## config.mk

```make
export PLATFORM = sky130hd
export DESIGN_NAME = rst_supervisor
export DESIGN_NICKNAME = d
export VERILOG_FILES = /design/src/rtl/rst_supervisor.sv
export SDC_FILE = /design/constraint.sdc
export NUM_CORES = 1
export LEC_CHECK = 0
export CORE_UTILIZATION = 30
export CTS_CLUSTER_DIAMETER = 150
export DETAILED_ROUTE_END_ITERATION = 6
export MAX_ROUTING_LAYER = met4
export PLACE_DENSITY_LB_ADDON = 0.2
export SLEW_MARGIN = 20
export SYNTH_ARGS = -nofsm -noshare
export SYNTH_HDL_FRONTEND = slang
export SYNTH_SLANG_ARGS = --single-unit
```

## constraint.sdc

```tcl
create_clock -name clk -period 2.8 [get_ports clk]
set_input_delay 0.42 -clock clk [delete_from_list [all_inputs] [get_ports clk]]
set_output_delay 0.42 -clock clk [all_outputs]
set_load 0.01 [all_outputs]
```

## src/rtl/rst_supervisor.sv

```systemverilog
module rst_supervisor #(
  parameter int TICK_CYCLES    = 125000,
  parameter int HOLD_TICKS     = 200,
  parameter int WD_LONG_TICKS  = 1400,
  parameter int WD_MID_TICKS   = 600,
  parameter int WD_SHORT_TICKS = 200
) (
  input  logic       clk,
  input  logic       arst_n,
  input  logic       supply_ok,
  input  logic       cs_n_pin,
  input  logic [1:0] wd_sel,
  input  logic       active_high,
  output logic       sys_rst
);
  localparam int PW = $clog2(TICK_CYCLES + 1);
  localparam int HW = $clog2(HOLD_TICKS + 1);
  localparam int WW = $clog2(WD_LONG_TICKS + 1);

  logic [PW-1:0] pre_cnt;
  logic [HW-1:0] hold_cnt;
  logic [WW-1:0] wd_cnt, wd_limit;
  logic [2:0]    cs_sync;
  logic          in_rst, tick, cs_fall, wd_on, wd_fire, cause;

  assign tick    = (pre_cnt == PW'(TICK_CYCLES - 1));
  assign cs_fall = cs_sync[2] & ~cs_sync[1];
  assign wd_on   = (wd_sel != 2'b11);

  always_comb begin
    case (wd_sel)
      2'b00:   wd_limit = WW'(WD_LONG_TICKS);
      2'b01:   wd_limit = WW'(WD_MID_TICKS);
      default: wd_limit = WW'(WD_SHORT_TICKS);
    endcase
  end

  assign wd_fire = wd_on & ~in_rst & ~cs_fall & tick & (wd_cnt == wd_limit - 1'b1);
  assign cause   = ~supply_ok | wd_fire;
  assign sys_rst = active_high ? in_rst : ~in_rst;

  always_ff @(posedge clk or negedge arst_n) begin
    if (!arst_n) begin
      pre_cnt <= '0;
      cs_sync <= 3'b111;
    end else begin
      pre_cnt <= tick ? '0 : pre_cnt + 1'b1;
      cs_sync <= {cs_sync[1:0], cs_n_pin};
    end
  end

  always_ff @(posedge clk or negedge arst_n) begin
    if (!arst_n) begin
      in_rst   <= 1'b1;
      hold_cnt <= '0;
    end else if (cause) begin
      in_rst   <= 1'b1;
      hold_cnt <= '0;
    end else if (in_rst && tick) begin
      if (hold_cnt == HW'(HOLD_TICKS - 1)) begin
        in_rst   <= 1'b0;
        hold_cnt <= '0;
      end else begin
        hold_cnt <= hold_cnt + 1'b1;
      end
    end
  end

  always_ff @(posedge clk or negedge arst_n) begin
    if (!arst_n)
      wd_cnt <= '0;
    else if (in_rst || !wd_on || cs_fall || wd_fire)
      wd_cnt <= '0;
    else if (tick)
      wd_cnt <= wd_cnt + 1'b1;
  end
endmodule


```

**After elaboration in Yosys (flattened, before gate mapping)**

Cells that the tools add are included.

- Flip-flop bits (word level): 40
- Input port bits: 7
- Output and inout bits: 1
- Word-level logic and storage cells: 45

- Add/sub/neg operators: 4
- Eq/ne operators: 5
- Mux-type cells: 11
- Bitwise operators: 10
- Reductions and logical operators: 10

Operators by type and width:

| operator | count |
|---|---|
| $mux W8 | 3 |
| $mux W11 | 2 |
| $pmux W11 S2 | 1 |
| $add A17 B1 Y17 const B | 1 |
| $eq A17 B17 Y1 const B | 1 |
| $mux W17 | 1 |
| $add A11 B1 Y11 const B | 1 |
| $eq A11 B11 Y1 | 1 |
| $sub A11 B1 Y11 const B | 1 |
| $add A8 B1 Y8 const B | 1 |
| $eq A8 B8 Y1 const B | 1 |
| $reduce_bool A2 Y1 | 3 |
| $and A1 B1 Y1 | 5 |
| $mux W1 | 4 |
| $not A1 Y1 | 4 |
| $logic_or A1 B1 Y1 | 3 |
| $eq A2 B1 Y1 const B | 1 |
| $logic_not A2 Y1 | 1 |
| $ne A2 B2 Y1 const B | 1 |
| $reduce_and A2 Y1 | 1 |
| $logic_and A1 B1 Y1 | 1 |
| $logic_not A1 Y1 | 1 |
| $or A1 B1 Y1 | 1 |

**Depth between registers and ports, before layout**

Gate-level depths: netlist (run 1).

- Depth after elaboration: 9
- Depth in mapped cells: 8
- Gate-level depth less buffers: 6

**Worst setup path before layout (run 1)**

OpenSTA, ideal clock, no wires.

- Kind: register -> register
- Start: register pre_cnt[5]
- End: register wd_cnt[10]
- Library setup time: 0.120 ns
- Arrival time: 1.855 ns
- Required time: 2.680 ns
- Setup slack: 0.825 ns
- Cell stages (with the launch flop): 7
- Path buffers: 1
- Cells stage by stage: dfrtp_1 -> or4b_4 -> or3_1 -> buf_6 -> nor4_2 -> xnor2_1 -> nor2_2

- Word-level cells in the longest chain between the ends: 5
- Elaborated cells between the ends (all ways): 6
- Those cells by class: eq/ne (1); mux (1); bitwise (2); reduce/logical (2)

RTL lines:

| what | line | source |
|---|---|---|
| start, declared | 20 | `logic [PW-1:0] pre_cnt;` |
| start signal, assigned | 47 | `pre_cnt <= tick ? '0 : pre_cnt + 1'b1;` |
| $eq A17 B17 Y1 (*) | 26 | `assign tick = (pre_cnt == PW'(TICK_CYCLES - 1));` |
| $and A1 B1 Y1 (2 in series) | 38 | `assign wd_fire = wd_on & ~in_rst & ~cs_fall & tick & (wd_cnt == wd_limit - 1'b1);` |
| $logic_or A1 B1 Y1 | 72 | `else if (in_rst \|\| !wd_on \|\| cs_fall \|\| wd_fire)` |
| $mux W11 or $reduce_bool A2 Y1 (tied branches) | - |  |
| end signal, assigned | 75 | `wd_cnt <= wd_cnt + 1'b1;` |
| end, declared | 22 | `logic [WW-1:0] wd_cnt, wd_limit;` |

Every way passes the cells marked *; elsewhere a longest branch is shown, timed or not.
A chain may end at the register's enable or synchronous reset.

**Worst setup path after layout (run 1)**

- Start: input wd_sel[0]
- End: register hold_cnt[4]

- Word-level cells in the longest chain between the ends: 7
- Elaborated cells between the ends (all ways): 13
- Those cells by class: add/sub (1); eq/ne (3); mux (2); bitwise (5); reduce/logical (2)

RTL lines:

| what | line | source |
|---|---|---|
| start, declared | 12 | `input logic [1:0] wd_sel,` |
| $eq A2 B1 Y1 (tied with other cells) | 31 | `case (wd_sel)` |
| $pmux W11 S2 or $and A1 B1 Y1 (tied branches) | 31, 38 |  |
| $sub A11 B1 Y11 or $and A1 B1 Y1 (tied branches) | 38 |  |
| $eq A11 B11 Y1 or $and A1 B1 Y1 (tied branches) | 38 |  |
| $and A1 B1 Y1 (*) | 38 |  |
| $or A1 B1 Y1 (*) | 39 | `assign cause = ~supply_ok \| wd_fire;` |
| $mux W8 or $reduce_bool A2 Y1 (tied branches) | - |  |
| end signal, assigned | 64 | `hold_cnt <= hold_cnt + 1'b1;` |
| end, declared | 21 | `logic [HW-1:0] hold_cnt;` |

Marks and branches as above.

==> impl_metrics.csv, run 1 <==
group,metric,value,unit
run_status,status,"finished clean",
grt,antenna_found_initial,0,
clocking,cts-root-buf,"clkbuf_8",
flow_run,maxCapViolCount,0,
drt,drtAntennaViolNets,0,
synthesis,ys_types,43,
clocking,clock_latency,0.29,ns
drt,via_per_inst,5.12,
synthesis,avgSynthCellArea,10.0,µm²
clocking,clk_pin_slew_worst_paths,0.08,ns
clocking,clk_path_buf_depth,2,
timing,post-route-period-util,83.3,%
clocking,cts_buffers,5,
layout,final_nets,233,
floorplan,die_height,85.5,µm
synthesis,synth_seq_cells,40,
timing,drv_slew,0,
synthesis,synthArstFlopShare,100,%
synthesis,yosys_warnings,0,
timing,skew,0.00920,ns
synthesis,synthFlopType,"dfrtp_1",
floorplan,rows,30,
floorplan,start_util,31.0,%
grt,grt_max_degree,41,
timing,fin_setup_tns,0,ns
drt,routed_wl,4250,µm
drt,drc,0,
placed_design,numPortBuffers,7,
layout,final_area,2340,µm²
synthesis,synthesis.area,2090,µm²
clocking,clkSinkCount,40,
drt,avgRoutedWirePerCell,14.0,µm
grt,grt_pass1_vias,1537,
synthesis,synth-seq-area-share,48.1,%
worst_setup_path,path_max_fanout,5,
min_path,hold_class,"input pin to asynchronous set/reset pin",
worst_setup_path,start_kind,"input pin",
synthesis,yosysTopAreaCell,"dfrtp_1",
drt,firstDrtPassIters,4,
timing,final_hold_viol_count,0,
power,power_leakage,0.879,nW
worst_setup_path,end_kind,"flop",
layout,antenna_cells,0,
power,vdd_drop_max,192,µV
worst_setup_path,criticalPathCategory,"input pin to flop",
floorplan,dieArea,7310,µm²
floorplan,die_w,85.5,µm
drt,drt-initial-drc-count,67,
synthesis,synth_edf_count,0,
floorplan,boundaryPins,8,
synthesis,synth-simple-area-share,27.6,%
timing,finalSetupViolCount,0,
clocking,htreeDepth,2,
clocking,cts_tree,"yes",
timing,fmax,0.429,GHz
grt,grtUsageTotal,13.7,%
placed_design,pre_cts_slack,0.158,ns
timing,worstMarginPinSlew,1.00,ns
timing,max_slew_margin,32.2,%
worst_setup_path,crit_arrival,2.50,ns
placed_design,place.detailed.hpwl,3000,µm
synthesis,syn_inst,209,
grt,grt_overflow,0,
grt,grt_pass1_wl,7520,µm
worst_setup_path,worstPathRequired,2.97,ns
synthesis,synth_compound_area_share,9.09,%
timing,rsz0062_at_grt,"false",
power,powerDensity,415,nW/µm²
synthesis,muxShareOfSynthArea,0,%
synthesis,synth_top_area_share,43.1,%
placed_design,placed_area,2270,µm²
synthesis,synth_adder_area_share,1.79,%
synthesis,syn_nets,219,
clocking,holdBufCountCts,0,
synthesis,yosys.area_share.xor_xnor,11.3,%
timing,final.min_clock_period,2.33,ns
drt,vias,1550,
floorplan,core_area,6760,µm²
layout,layout-area-overhead-vs-synth,12.0,%
timing,fin_ws,0.468,ns
layout,filler_cell_count,687,
layout,drive_gt1_share,12.6,%
clocking,ctsResizeCount,0,
synthesis,synth_area_leaders,"dfrtp_1 (43%), xnor2_1 (6.3%), dfstp_2 (5.0%), nand3_1 (5.0%), xor2_1 (5.0%)",
synthesis,synth_top_family_by_area,"simple AND/OR/NAND/NOR gates",
clocking,postCtsSetupBuffers,0,
placed_design,gp_congestion,0.721,
[worst max-delay path, cell delays in order]
cell and delay [ns]:
clkdlybuf4s50_1 0.53, or3b_2 0.47, a2111oi_2 0.35, o311ai_0 0.35
o211ai_1 0.28, o211ai_1 0.10
[cells by family (layout without fill, tap and decap cells)]
group	Yosys count	count (layout)
and+or+nand+nor	104	104
adders and majority gates	3	3
xor gates and xnor gates	27	27
buffers and inverters	8	22
AOI/OAI and AO/OA	27	27
DFF	40	40
[report_power, final]
part | switching, mW | leakage, nW | internal (mW) | total (mW)
logic | 0.0182 | 0.308 | 0.0112 | 0.0293
clock network | 0.191 | 0.0410 | 0.170 | 0.361
registers | 0.00127 | 0.531 | 0.581 | 0.583
total | 0.211 | 0.879 | 0.762 | 0.973
[Yosys cell counts, types with 5 or more instances]
cell and number:
nand3_1 21, nor2_1 20, xor2_1 12, xnor2_1 15, nor3_1 6, dfrtp_1 36, nand4_1 8, o211ai_1 9
nand2_1 20, o21ai_0 5
[through the flow]
stage / std cells / util, % / hold WS [ns] / power [mW]
finish: 303 / 34.7 / 0.263 / 0.973
global route: 303 / 34.7 / 0.330 / 1.02
CTS: 303 / 34.7 / 0.293 / 0.995
detailed placement: 296 / 33.5 / 0.348 / 0.624
global placement: 296 / 33.5 / 0.346 / 0.625
floorplan: 209 / - / 0.124 / 0.599
[layout by cell type (no fill, tap or decap), types with 3 or more instances in the layout]
cell and count:
dfrtp_1 36, nand3_1 21, nand2_1 20, nor2_1 20, xnor2_1 15, xor2_1 12, o211ai_1 9, nand4_1 8
nor3_1 6, clkdlybuf4s50_1 6, buf_4 6, o21ai_0 5, clkbuf_8 5, and3_1 4, or3_1 4, a21oi_1 4
dfstp_2 4, nor4_2 3, ha_1 3
[registers in the layout, indices dropped and copies added, names as in the netlist]
register  flops
pre_cnt      17
in_rst        1
wd_cnt       11
cs_sync       3
hold_cnt      8
[cell type report]
cell class | count | area (µm²) | area share (%)
clock buffer | 6 | 72.6 | 3.10
clock inverter | 1 | 5.00 | 0.214
inverter | 2 | 7.51 | 0.320
multi-input combinational | 161 | 1040 | 44.5
sequential | 40 | 1010 | 42.9
tap | 80 | 100 | 4.27
timing repair buffer | 13 | 110 | 4.70
[worst paths after layout]
| kind | end | slack, ns | startpoint | depth (start not counted) |
|---|---|---|---|---|
| max | hold_cnt[4] | 0.47 | wd_sel[0] | 6 |
| min | pre_cnt[4] | 0.26 | arst_n | 1 |
| max reg2reg | in_rst | 0.65 | pre_cnt[5] | 6 |
| min reg2reg | cs_sync[1] | 0.36 | cs_sync[0] | 0 |
| max in group asynchronous | wd_cnt[1] | 1.99 | arst_n | 1 |
| min in group clk | cs_sync[1] | 0.36 | cs_sync[0] | 0 |
[per-layer routing]
metal / routed length [µm] / vias to the layer above / GRT usage, %
met5: 0 / - / -
met4: 56 / 0 / 5.76
met3: 108 / 4 / 3.75
met2: 1890 / 27 / 19.2
met1: 2190 / 740 / 18.5
li1: - / 779 / -
(Power assumes the default switching activity.)
==> run 2: changes to the inputs <==
- clock period: 2.8 -> 2.4 ns (I/O delays scaled with it)
==> impl_metrics.csv, run 2 (same netlist as run 1, synthesis figures left out) <==
group,metric,value,unit
floorplan,core_area,6760,µm²
drt,drtAntennaViolNets,0,
timing,final.min_clock_period,2.14,ns
floorplan,die_w,85.5,µm
power,p_total,1.15,mW
layout,most-common-layout-cells,"dfrtp_1 (36), nand3_1 (21), nand2_1 (20), nor2_1 (20), xnor2_1 (15)",
power,p_seq_share,59.2,%
power,p_sw,0.250,mW
worst_setup_path,path_delay_family,"simple AND/OR/NAND/NOR gates",
worst_setup_path,path_max_fanout,8,
timing,max_slew_margin,40.2,%
layout,final_area,2410,µm²
clocking,htreeDepth,2,
clocking,holdBufCountCts,0,
worst_setup_path,path_cells,"or4b_4, or3_1, nor4_2, xnor2_1, nor2_2",
timing,fin_ws,0.256,ns
clocking,cts-root-buf,"clkbuf_8",
layout,antenna_cells,0,
timing,rsz0062_at_grt,"false",
clocking,postCtsSetupBuffers,0,
min_path,hold_class,"input pin to asynchronous set/reset pin",
layout,instances_no_fill,312,
clocking,clk_path_buf_depth,2,
clocking,clock_latency,0.29,ns
clocking,clk_pin_slew_worst_paths,0.07,ns
drt,avgRoutedWirePerCell,13.7,µm
power,p_sw_share,21.8,%
layout,final_nets,241,
drt,drt-initial-drc-count,42,
layout,largest_registers,"pre_cnt (17), wd_cnt (11), hold_cnt (8)",
worst_setup_path,critical_path_buf_inv_count,0,
worst_setup_path,criticalPathCategory,"flop to flop",
placed_design,pre_cts_slack,-0.0328,ns
worst_setup_path,critPathSlowestCell,"or4b_4",
power,power_leakage,0.918,nW
flow_run,maxCapViolCount,0,
timing,drv_slew,0,
worst_setup_path,worstPathRequired,2.59,ns
clocking,cts_tree,"yes",
floorplan,dieArea,7310,µm²
power,powerDensity,477,nW/µm²
power,p_int,0.898,mW
floorplan,start_util,31.0,%
timing,finalSetupViolCount,0,
placed_design,numPortBuffers,7,
placed_design,placed_area,2330,µm²
timing,worstMarginPinSlew,0.897,ns
floorplan,rows,30,
layout,final_common_cell,"dfrtp_1",
layout,layout-area-overhead-vs-synth,15.1,%
worst_setup_path,crit_arrival,2.33,ns
grt,antenna_found_initial,0,
grt,grt_pass1_wl,7380,µm
worst_setup_path,end_kind,"flop",
drt,routed_wl,4280,µm
floorplan,die_height,85.5,µm
placed_design,dp.cells,304,
layout,drive_gt1_share,15.5,%
grt,grt_max_degree,41,
grt,grtUsageTotal,13.4,%
power,pwr-share-comb,3.3,%
drt,drc,0,
floorplan,boundaryPins,8,
worst_setup_path,start_kind,"flop",
drt,firstDrtPassIters,4,
layout,filler_cell_count,693,
drt,via_per_inst,5.00,
timing,post-route-period-util,89.3,%
layout,regMostFlops,"pre_cnt",
run_status,status,"finished clean",
power,clock_power_share,37.5,%
timing,final_hold_viol_count,0,
timing,skew,0.00441,ns
power,vdd_drop_max,265,µV
clocking,ctsResizeCount,0,
placed_design,gp_congestion,0.750,
placed_design,place.detailed.hpwl,3050,µm
timing,fmax,0.466,GHz
drt,vias,1561,
grt,grt_pass1_vias,1537,
layout,largest_reg_flops,17,
worst_setup_path,crit_path_max_incr_delay,0.56,ns
clocking,clkSinkCount,40,
clocking,cts_buffers,5,
grt,grt_overflow,0,
run 2: cell types whose count changed in the layout (fill, tap and decap cells not counted), sizes merged:
cell	previous run	this run
clkbuf	6	7
buf	7	15
run 2: power groups by stage:
stage	clock (mW)	sequential (mW)	combinational [mW]
4_1_cts	0.451	0.679	0.0403
5_1_grt	0.481	0.679	0.0440
2_1_floorplan	0	0.692	0.00680
6_report	0.430	0.680	0.0384
3_3_place_gp	0	0.693	0.0403
3_5_place_dp	0	0.692	0.0401
run 2: worst reg2reg max path, cell delays in order (launching register included):
cell and delay (ns):
dfrtp_1 0.43, or4b_4 0.56, or3_1 0.49, nor4_2 0.34
xnor2_1 0.17, nor2_2 0.04
run 2: worst paths after layout:
check                            from    endpoint  slack (ns)  depth (start not counted)
max                        pre_cnt[5]  wd_cnt[10]        0.26                          5
min                            arst_n  pre_cnt[0]        0.20                          1
max reg2reg                pre_cnt[5]  wd_cnt[10]        0.26                          5
min reg2reg                cs_sync[0]  cs_sync[1]        0.36                          0
max in group asynchronous      arst_n   wd_cnt[6]        1.65                          1
min in group clk           cs_sync[0]  cs_sync[1]        0.36                          0
run 2: per-layer routing:
layer | vias up | GRT usage, % | part of all wire (%) | wire, µm
met1 | 747 | 17.2 | 51 | 2170
met4 | 0 | 6.06 | 1.8 | 78
met5 | - | - | 0 | 0
li1 | 795 | - | - | -
met3 | 8 | 3.08 | 2.6 | 112
met2 | 11 | 20.1 | 45 | 1920
run 2: metrics by stage:
stage | TNS, ns | utilization, % | hold WS, ns
after detailed placement | -0.229 | 34.4 | 0.347
after global placement | -0.0671 | 34.4 | 0.347
after global routing | 0 | 35.6 | 0.279
after CTS | 0 | 35.6 | 0.239
final | 0 | 35.6 | 0.199
after floorplan | 0 | - | 0.0644
run 2: cell type report:
cell class,instances,area (µm²),share of cell area [%]
repair buffers,21,170,7.07
well taps,80,100,4.16
multi-input cells,161,1040,43.3
inverters,2,7.51,0.312
flip-flops and latches,40,1010,41.8
clock inverters,1,5.00,0.208
clock buffers,7,76.3,3.17
==> run 3: changes to the inputs <==
- CORE_ASPECT_RATIO: not set -> 0.6
- RECOVER_POWER: not set -> 25
==> impl_metrics.csv, run 3 (same netlist as run 1, synthesis figures left out) <==
group,metric,value,unit
floorplan,core_area,6710,µm²
floorplan,rows,23,
timing,final_hold_viol_count,0,
timing,final.min_clock_period,2.17,ns
layout,final_common_cell,"dfrtp_1",
layout,largest_reg_flops,17,
floorplan,dieArea,7320,µm²
timing,rsz0062_at_grt,"false",
worst_setup_path,crit_path_max_incr_delay,0.49,ns
layout,layout-area-overhead-vs-synth,20.3,%
timing,drv_slew,0,
timing,fin_setup_tns,0,ns
worst_setup_path,crit_arrival,2.34,ns
layout,final_nets,243,
clocking,holdBufCountCts,0,
placed_design,place.detailed.hpwl,3090,µm
drt,via_per_inst,4.93,
drt,drt-initial-drc-count,36,
placed_design,numPortBuffers,7,
timing,skew,0.00625,ns
floorplan,die_w,110,µm
clocking,clkSinkCount,40,
timing,finalSetupViolCount,0,
power,clock_power_share,51.8,%
timing,fin_ws,0.232,ns
worst_setup_path,cp_common_cell,"o211ai_1",
drt,drc,0,
clocking,cts_tree,"yes",
grt,grt_max_degree,41,
floorplan,boundaryPins,8,
clocking,ctsResizeCount,0,
timing,fmax,0.461,GHz
floorplan,start_util,31.2,%
timing,worstMarginPinSlew,0.884,ns
placed_design,gp_congestion,0.780,
layout,antenna_cells,0,
grt,grtUsageTotal,14.6,%
power,p_sw_share,20.7,%
layout,regMostFlops,"pre_cnt",
layout,largest_registers,"pre_cnt (17), wd_cnt (11), hold_cnt (8)",
clocking,cts-root-buf,"clkbuf_16",
power,pwr-share-comb,2.6,%
layout,instances_no_fill,321,
layout,final_core_util,37.5,%
power,p_total,1.49,mW
worst_setup_path,end_kind,"flop",
timing,fin_hold_ws,0.189,ns
grt,grt_pass1_wl,7530,µm
power,powerDensity,592,nW/µm²
drt,firstDrtPassIters,4,
flow_run,maxCapViolCount,0,
power,p_seq_share,45.6,%
worst_setup_path,path_max_fanout,5,
clocking,postCtsSetupBuffers,0,
drt,vias,1581,
power,p_sw,0.308,mW
timing,post-route-period-util,90.4,%
power,p_int,1.18,mW
timing,max_slew_margin,41.0,%
placed_design,pre_cts_slack,-0.0826,ns
layout,regArea,1010,µm²
grt,antenna_found_initial,0,
layout,final_area,2520,µm²
layout,multiInputGateArea,1040,µm²
clocking,clock_latency,0.29,ns
run_status,status,"finished clean",
worst_setup_path,path_cells,"clkdlybuf4s50_1, or3b_2, a2111oi_2, o311ai_0, buf_4, o211ai_1, o211ai_1",
placed_design,placed_area,2350,µm²
placed_design,dp.cells,313,
drt,avgRoutedWirePerCell,13.7,µm
power,power_leakage,0.965,nW
grt,grt_overflow,0,
worst_setup_path,criticalPathCategory,"input pin to flop",
layout,drive_gt1_share,16.7,%
min_path,hold_class,"input pin to asynchronous set/reset pin",
drt,routed_wl,4400,µm
power,vdd_drop_max,216,µV
worst_setup_path,start_kind,"input pin",
clocking,clk_path_buf_depth,2,
floorplan,die_height,66.7,µm
drt,drtAntennaViolNets,0,
clocking,htreeDepth,2,
layout,most-common-layout-cells,"dfrtp_1 (36), nand3_1 (21), nand2_1 (20), nor2_1 (20), buf_4 (16)",
worst_setup_path,worstPathRequired,2.57,ns
grt,grt_pass1_vias,1492,
worst_setup_path,critPathSlowestCell,"clkdlybuf4s50_1",
clocking,clk_pin_slew_worst_paths,0.06,ns
layout,filler_cell_count,678,
clocking,cts_buffers,5,
==> run 3: power by group through the flow <==
| stage | Combinational (mW) | Sequential (mW) | Clock (mW) |
|---|---|---|---|
| CTS | 0.0405 | 0.680 | 0.804 |
| finish | 0.0382 | 0.680 | 0.773 |
| floorplan | 0.00680 | 0.692 | 0 |
| global route | 0.0439 | 0.679 | 0.832 |
| detailed placement | 0.0403 | 0.692 | 0 |
| global placement | 0.0404 | 0.692 | 0 |
==> run 3: metal layers <==
metal  part of all wire [%]  GRT usage, %  up-vias
met4                    1.5          4.67        0
li1                       -             -      803
met3                    5.2          6.65       10
met2                     37          17.9       22
met5                      0             -        -
met1                     56          20.6      746
==> run 3: worst paths after layout <==
kind,from,endpoint,slack (ns),depth (start not counted)
worst max-delay path,wd_sel[0],hold_cnt[3],0.23,7
worst min-delay path,arst_n,hold_cnt[7],0.19,1
worst max register to register,pre_cnt[5],wd_cnt[6],0.26,5
worst min register to register,cs_sync[0],cs_sync[1],0.37,0
max in group asynchronous,arst_n,pre_cnt[2],1.65,1
min in group clk,cs_sync[0],cs_sync[1],0.37,0
==> run 3: critical path: cells and delay by family <==
family / cells / cell delay, ns
AOI/OAI and AO/OA: 4 / 0.82
buffers and inverters: 2 / 0.68
and+or+nand+nor: 1 / 0.46
==> run 3: final cells by class <==
| class | count | share of cell area, % |
|---|---|---|
| Multi-Input combinational cell | 161 | 41.4 |
| Sequential cell | 40 | 40.0 |
| Timing Repair Buffer | 23 | 7.36 |
| Clock buffer | 5 | 4.97 |
| Tap cell | 87 | 4.32 |
| Clock inverter | 3 | 1.69 |
| Inverter | 2 | 0.298 |
